==> config.mk <==
export PLATFORM = sky130hd
export DESIGN_NAME = jump_target_cache
export DESIGN_NICKNAME = d
export VERILOG_FILES = /design/src/rtl/jump_target_cache.sv
export SDC_FILE = /design/constraint.sdc
export NUM_CORES = 1
export LEC_CHECK = 0
export BUFFER_PORTS_ARGS = -buffer_cell sky130_fd_sc_hd__buf_2
export CAP_MARGIN = 0
export CORE_ASPECT_RATIO = 0.6
export CORE_UTILIZATION = 40
export CTS_CLUSTER_SIZE = 20
export DETAILED_ROUTE_END_ITERATION = 12
export HOLD_SLACK_MARGIN = 0.1
export PLACE_DENSITY = 0.62
export SLEW_MARGIN = 25
export SYNTH_ARGS = -nofsm -noshare
export SYNTH_HDL_FRONTEND = slang
export SYNTH_SLANG_ARGS = --single-unit
==> constraint.sdc <==
create_clock -name clk -period 8.7 [get_ports clk]
set_input_delay 0.87 -clock clk [delete_from_list [all_inputs] [get_ports clk]]
set_output_delay 0.87 -clock clk [all_outputs]
set_load 0.05 [all_outputs]
==> src/rtl/jump_target_cache.sv <==
module jump_target_cache #(
  parameter int ADDR_W  = 32,
  parameter int INSTR_W = 64,
  parameter int ENTRIES = 8
) (
  input  logic               clk,
  input  logic               rst_n,
  input  logic               flush,
  input  logic               redir_valid,
  input  logic [ADDR_W-1:0]  redir_addr,
  output logic               hit,
  output logic               miss,
  output logic [INSTR_W-1:0] hit_instr,
  input  logic               fill_valid,
  input  logic [ADDR_W-1:0]  fill_addr,
  input  logic [INSTR_W-1:0] fill_instr
);

  localparam int IDX_W = (ENTRIES > 1) ? $clog2(ENTRIES) : 1;
  localparam logic [IDX_W-1:0] LAST = IDX_W'(ENTRIES - 1);

  logic [ENTRIES-1:0] vld;
  logic [ADDR_W-1:0]  tag_q  [ENTRIES];
  logic [INSTR_W-1:0] data_q [ENTRIES];
  logic [IDX_W-1:0]   rr_q;

  logic [ENTRIES-1:0] look_match;
  logic [ENTRIES-1:0] fill_match;

  for (genvar i = 0; i < ENTRIES; i++) begin : g_cmp
    assign look_match[i] = vld[i] && (tag_q[i] == redir_addr);
    assign fill_match[i] = vld[i] && (tag_q[i] == fill_addr);
  end

  assign hit  = redir_valid && (|look_match);
  assign miss = redir_valid && !(|look_match);

  always_comb begin
    hit_instr = '0;
    for (int i = 0; i < ENTRIES; i++)
      if (look_match[i] && redir_valid) hit_instr = hit_instr | data_q[i];
  end

  logic [IDX_W-1:0] free_idx, same_idx, wr_idx;
  logic             any_free, any_same, replace;

  always_comb begin
    free_idx = '0;
    same_idx = '0;
    for (int i = ENTRIES - 1; i >= 0; i--) begin
      if (!vld[i])       free_idx = IDX_W'(i);
      if (fill_match[i]) same_idx = IDX_W'(i);
    end
  end

  assign any_free = !(&vld);
  assign any_same = |fill_match;
  assign replace  = !any_same && !any_free;
  assign wr_idx   = any_same ? same_idx : (any_free ? free_idx : rr_q);

  wire do_fill = fill_valid && !flush;

  always_ff @(posedge clk) begin
    if (!rst_n || flush) begin
      vld  <= '0;
      rr_q <= '0;
    end else if (fill_valid) begin
      vld[wr_idx] <= 1'b1;
      if (replace) rr_q <= (rr_q == LAST) ? '0 : rr_q + 1'b1;
    end
  end

  always_ff @(posedge clk) begin
    if (do_fill) begin
      tag_q[wr_idx]  <= fill_addr;
      data_q[wr_idx] <= fill_instr;
    end
  end

endmodule

==> flow_summary.ini, run 1 <==
[outcome]
status = complete, no violations

[clock_network]
clk_pin_slew_worst_paths_ps = 70
cts_root_buf = clkbuf_16
clockBufferDepth = 3
htree_num_levels = 3
cts-resized-gates = 0
clock_latency_ps = 660
cts_buffers = 76
clock-sinks = 779
ctsHoldBuffers = 0
cts_tree = done
cts_setup_buffers = 0

[global_routing]
grt_max_degree = 97
grt_overflow = 0
antenna_found_initial = 4
grt_pass1_wl_microns = 149000
grt.total_usage_pct = 25.5
first_global_vias = 19400

[finish]
area_growth_pct = 14.3
layout-drive-gt1-share_pct = 15.4
post-route-util_pct = 46.7
nets = 2406

[synthesis]
synth_area_per_cell_sq_um = 15.8
syn_area_sq_um = 32800
syn_nets = 2215
synthArstFlopShare_pct = 0
syn_inst = 2080
yosys_warnings = 0
ys.flop_type = edfxtp_1
ys_ff_latch = 779
synth_edf_count = 768
synth.distinct_cells = 56
ys_seq_area_share_pct = 70.9

[die]
rows = 80
start_util_pct = 40.9
die-area_sq_um = 83300
num_io_pins = 199
die_w_microns = 372
core-area_sq_um = 80400
die_y_microns = 224

[min_path]
holdPathEnd = data_q[1][7]$_DFFE_PP_
worst_hold_path.num_cells = 1
hp-start = fill_instr[7]
min_path_type = input pin to flop

[critical_path]
cp_data_required_time_ps = 7830
worstSetupEndpointType = output port
slowest_stage = and2_2
path_max_fanout = 33
r2r-start = tag_q[5][6]$_DFFE_PP_
setup.worst_path.start_class = input pin
crit_arrival_ps = 4940
rrSetupSlack_ps = 3610
slowest_delay_ps = 910
timing.rr.end = data_q[4][37]$_DFFE_PP_
critical_path_class = input pin to output port
cp_cell_sequence = buf_2 > xor2_1 > nor4_1 > nand4_1 > nor4_1 > and2_2 > buf_4 > a221oi_1 > nand3_1 > buf_2
reg2regPathDepth = 9

[timing]
setup_violations = 0
tightest_slew_ps = 1080
max_freq_mhz = 172
slew_viol_final = 0
tns_ps = 0
fin_crit_sh_pct = 66.8
fin_crit_ps = 5810
slew_headroom_pct = 27.2
clock_skew_ps = 25.8
rsz0062_at_grt = no
hold_violations = 0

[drt]
first_pass_iters = 5
drt-total-wl_microns = 106000
drc = 0
viasPerCell = 5.91
wl_per_cell_microns = 31.3
drtIter0Drc = 2592
antenna_left = 0
vias = 20100

[pwr]
internal_power_mw = 6.18
netSwitchingPower_mw = 1.79
p_seq_share_pct = 52.3
ir_drop_uv = 131
p_leak_nw = 11.9
combPwrFrac_pct = 4.9
switching_share_pct = 22.5
p_per_area_nw_per_um2 = 212
clock_power_share_pct = 42.8

[placement]
dp_hpwl_microns = 67400
port_buffers = 198
gp_congestion = 0.932

[job]
drv_cap = 0
cells by family after synthesis:
kind of cell,after synthesis,synth area share (%)
compound gates,295,7.18
xor+xnor,509,13.6
fa+ha+maj,2,0.0762
buf+inv,129,1.91
flops,779,70.9
simple gates,364,6.29
mux,2,0.0610
flip-flops by register name (all words and copies together) (netlist names):
name,count
tag_q,256
vld,8
rr_q,3
data_q,512
cell usage in the layout, fill, tap and decap left out, drive strengths merged, types with 3 or more instances in the layout:
master,instances
edfxtp,768
xnor2,317
buf,229
xor2,192
a22oi,128
nand4,96
nand3,91
clkbuf,87
nor4,72
a221oi,65
a22o,64
clkinv,31
nor2,27
nand2,24
nor3,18
inv,14
dfxtp,11
o21ai,10
bufinv,9
a21oi,9
clkinvlp,8
or4,7
nand2b,5
and3,4
nor2b,4
and4,3
o211ai,3
and2,3
nor4b,3
o22ai,3
per-layer routing:
layer	share of wire (%)	GRT usage [%]	routed length, microns	vias up
li1	-	-	-	8499
met4	1.8	5.37	1930	0
met5	0	0	0	-
met3	11	8.09	11300	115
met2	42	35.2	44500	1088
met1	46	39.0	48700	10400
through the flow:
stage	cells	total power, mW	worst slack [ps]	hold slack [ps]	cell area [sq um]
final	3396	7.97	2890	476	37500
after global routing	3396	8.17	2740	445	37500
after CTS	3395	8.01	2930	430	37500
after detailed placement	3259	4.63	2760	528	35000
after global placement	3258	4.63	2680	472	35000
after floorplan	2080	4.44	779	458	32800
Yosys cell counts (all sizes together) (3+ instances only):
cell type,instances,share of area (%)
nor4b,3,0.099
and4,3,0.080
o21ai,10,0.15
inv,13,0.15
o22ai,3,0.076
nor4,72,1.4
nand3,91,1.4
buf,75,1.3
and2,3,0.057
nand4,96,1.8
nand2b,5,0.095
a221oi,65,1.7
o211ai,3,0.069
xor2,192,5.1
and3,4,0.076
nand2,24,0.27
edfxtp,768,70
a22oi,128,2.9
nor2,27,0.31
a21oi,9,0.17
nor2b,4,0.076
a22o,64,1.7
clkbuf,41,0.47
xnor2,317,8.5
dfxtp,11,0.67
or4,7,0.17
nor3,18,0.29
critical path, delay by kind of cell:
kind / cells / cell delay, ps
buf+inv: 3 / 1270
xor+xnor: 1 / 130
compound gates: 1 / 230
simple gates: 5 / 2380
final cells by class:
class                      count  area, sq um
timing repair buffer         229         1270
multi-input combinational   1172         9040
clock buffer                  87         1960
sequential                   779        23300
antenna                        1         2.50
tap                         1066         1330
inverter                      13         48.8
fill                        6862        42800
clock inverter                49          598
worst max-delay path by stage:
stage                   start                 endpoint  slack, ps
5_1_grt        redir_addr[17]            hit_instr[37]       2740
3_3_place_gp    fill_addr[23]  data_q[3][58]$_DFFE_PP_       2680
4_1_cts        redir_addr[17]            hit_instr[53]       2930
6_report       redir_addr[17]            hit_instr[37]       2890
3_5_place_dp    fill_addr[23]  data_q[3][58]$_DFFE_PP_       2760
2_1_floorplan   fill_addr[31]   data_q[4][0]$_DFFE_PP_        780
power by group through the flow:
stage | clock, mW | combinational [mW] | sequential, mW
global placement | 0 | 0.382 | 4.25
detailed placement | 0 | 0.383 | 4.25
finish | 3.41 | 0.393 | 4.17
floorplan | 0 | 0.190 | 4.25
CTS | 3.46 | 0.384 | 4.17
global route | 3.59 | 0.410 | 4.17
(Power assumes the default switching activity.)
==> run 2: changes to the inputs <==
--- a/config.mk
+++ b/config.mk
@@ -12,7 +12,7 @@
 export CTS_CLUSTER_SIZE = 20
 export DETAILED_ROUTE_END_ITERATION = 12
 export HOLD_SLACK_MARGIN = 0.1
-export PLACE_DENSITY = 0.62
+export PLACE_DENSITY = 0.64
 export SLEW_MARGIN = 25
 export SYNTH_ARGS = -nofsm -noshare
 export SYNTH_HDL_FRONTEND = slang
==> constraint.sdc (replaced) <==
create_clock -name clk -period 4.9 [get_ports clk]
set_input_delay 0.49 -clock clk [delete_from_list [all_inputs] [get_ports clk]]
set_output_delay 0.49 -clock clk [all_outputs]
set_load 0.05 [all_outputs]
==> flow_summary.ini, run 2 (synthesis gave the netlist of run 1 again) <==
[critical_path]
worstSetupEndpointType = output port
slowest_stage = nor3_1
critPathTopFamily = simple AND/OR/NAND/NOR gates
critical_path_class = flop to output port
crit_arrival_ps = 4210
crit_top_cell = nand3_1
cp_data_required_time_ps = 4410
cp_cell_sequence = xnor2_1 > buf_4 > nand3_1 > nor3_1 > nand4_1 > nor2_4 > buf_12 > a22o_1 > a221oi_1 > nand3_1 > buf_2
path_buf_inv = 3
slowest_delay_ps = 860
setup.worst_path.start_class = flop
path_max_fanout = 38

[timing]
fin_crit_sh_pct = 95.8
slew_viol_final = 0
rsz0062_at_grt = no
clock_skew_ps = 29.5
slew_headroom_pct = 29.3
tns_ps = 0
tightest_slew_ps = 1050
max_freq_mhz = 213
layout_setup_ws_ps = 204
hold_violations = 0
setup_violations = 0
fin_crit_ps = 4700

[placement]
dp_hpwl_microns = 72000
gp_congestion = 1.02
dp_slack_ps = 581
port_buffers = 198

[die]
die_w_microns = 372
core-area_sq_um = 80400
die-area_sq_um = 83300
num_io_pins = 199
start_util_pct = 40.9
rows = 80
die_y_microns = 224

[finish]
final_cell_mix = edfxtp_1 (768), xnor2_1 (317), buf_2 (194)
area_growth_pct = 18.6
largest_reg_flops = 512
reg_top3 = data_q: 512 flops, tag_q: 256 flops, vld: 8 flops
layout-drive-gt1-share_pct = 17.2
final_common_cell = edfxtp_1
nets = 2536
post-route-util_pct = 48.5
top_register = data_q

[pwr]
switching_share_pct = 22.7
p_seq_share_pct = 53.1
p_total_mw = 13.9
ir_drop_uv = 269
internal_power_mw = 10.8
p_per_area_nw_per_um2 = 357
clock_power_share_pct = 41.1
p_leak_nw = 12.6
combPwrFrac_pct = 5.8
netSwitchingPower_mw = 3.16

[drt]
wl_per_cell_microns = 30.8
first_pass_iters = 7
drtIter0Drc = 2894
drt-total-wl_microns = 109000
viasPerCell = 5.92
vias = 20900
antenna_left = 0
drc = 0

[global_routing]
grt_pass1_wl_microns = 151000
grt_overflow = 0
grt_max_degree = 65
antenna_found_initial = 1
first_global_vias = 19900
grt.total_usage_pct = 25.9

[clock_network]
cts-resized-gates = 0
cts_root_buf = clkbuf_16
htree_num_levels = 3
cts_setup_buffers = 0
clock_latency_ps = 660
clk_pin_slew_worst_paths_ps = 60
cts_buffers = 75
cts_tree = done
ctsHoldBuffers = 64
clock-sinks = 779
clockBufferDepth = 3

[outcome]
status = complete, no violations

[min_path]
min_path_type = input pin to flop

[job]
drv_cap = 0
-- run 2: cell count changes in the layout (fill, tap and decap cells not counted), moves of 7 or more --
cell / delta
clkinvlp_4: -7
dlygate4sd3_1: +64
clkbuf_1: +10
buf_12: +33
buf_4: +38
-- run 2: final timing paths --
| check | start | end | slack, ps | cells after the start |
|---|---|---|---|---|
| min | fill_addr[11] | tag_q[0][11]$_DFFE_PP_ | 210 | 1 |
| max | tag_q[3][26]$_DFFE_PP_ | hit_instr[34] | 200 | 11 |
| min reg2reg | rr_q[0]$_SDFFE_PP0P_ | rr_q[0]$_SDFFE_PP0P_ | 530 | 2 |
| max reg2reg | tag_q[3][12]$_DFFE_PP_ | tag_q[1][11]$_DFFE_PP_ | 850 | 10 |
-- run 2: power by group through the flow --
stage               Sequential (mW)  Clock [mW]  Combinational [mW]
CTS                            7.39        5.82               0.778
global placement               7.53           0               0.728
detailed placement             7.53           0               0.732
floorplan                      7.54           0               0.344
global route                   7.39        6.04               0.828
finish                         7.39        5.72               0.806
-- run 2: layer usage --
metal  up-vias  track usage [%]  wire, microns
li1       8781                -              -
met3       126             8.90          13700
met2      1256             34.1          43300
met1     10700             40.6          49700
met5         -                0              0
met4         0             5.14           1830
-- run 2: layout make-up --
type / count / area (sq um)
Timing Repair Buffer: 360 / 2840
Sequential cell: 779 / 23300
Tap cell: 1066 / 1330
Clock inverter: 40 / 363
Clock buffer: 97 / 2000
Fill cell: 6723 / 41400
Inverter: 13 / 48.8
Antenna cell: 1 / 2.50
Multi-Input combinational cell: 1172 / 9080
-- run 2: metrics by stage --
stage	std cells	instance area [sq um]	hold WS, ps
4_1_cts	3527	38900	147
3_5_place_dp	3326	35900	523
3_3_place_gp	3326	35900	483
2_1_floorplan	2080	33000	458
5_1_grt	3528	39000	167
6_report	3528	39000	211
-- run 2: worst register-to-register path: cells and delay by family, from the launching register on --
kind	cells	cell delay (ps)
buf+inv	2	680
xor+xnor	1	550
compound gates	1	340
simple gates	6	1680
flops	1	420
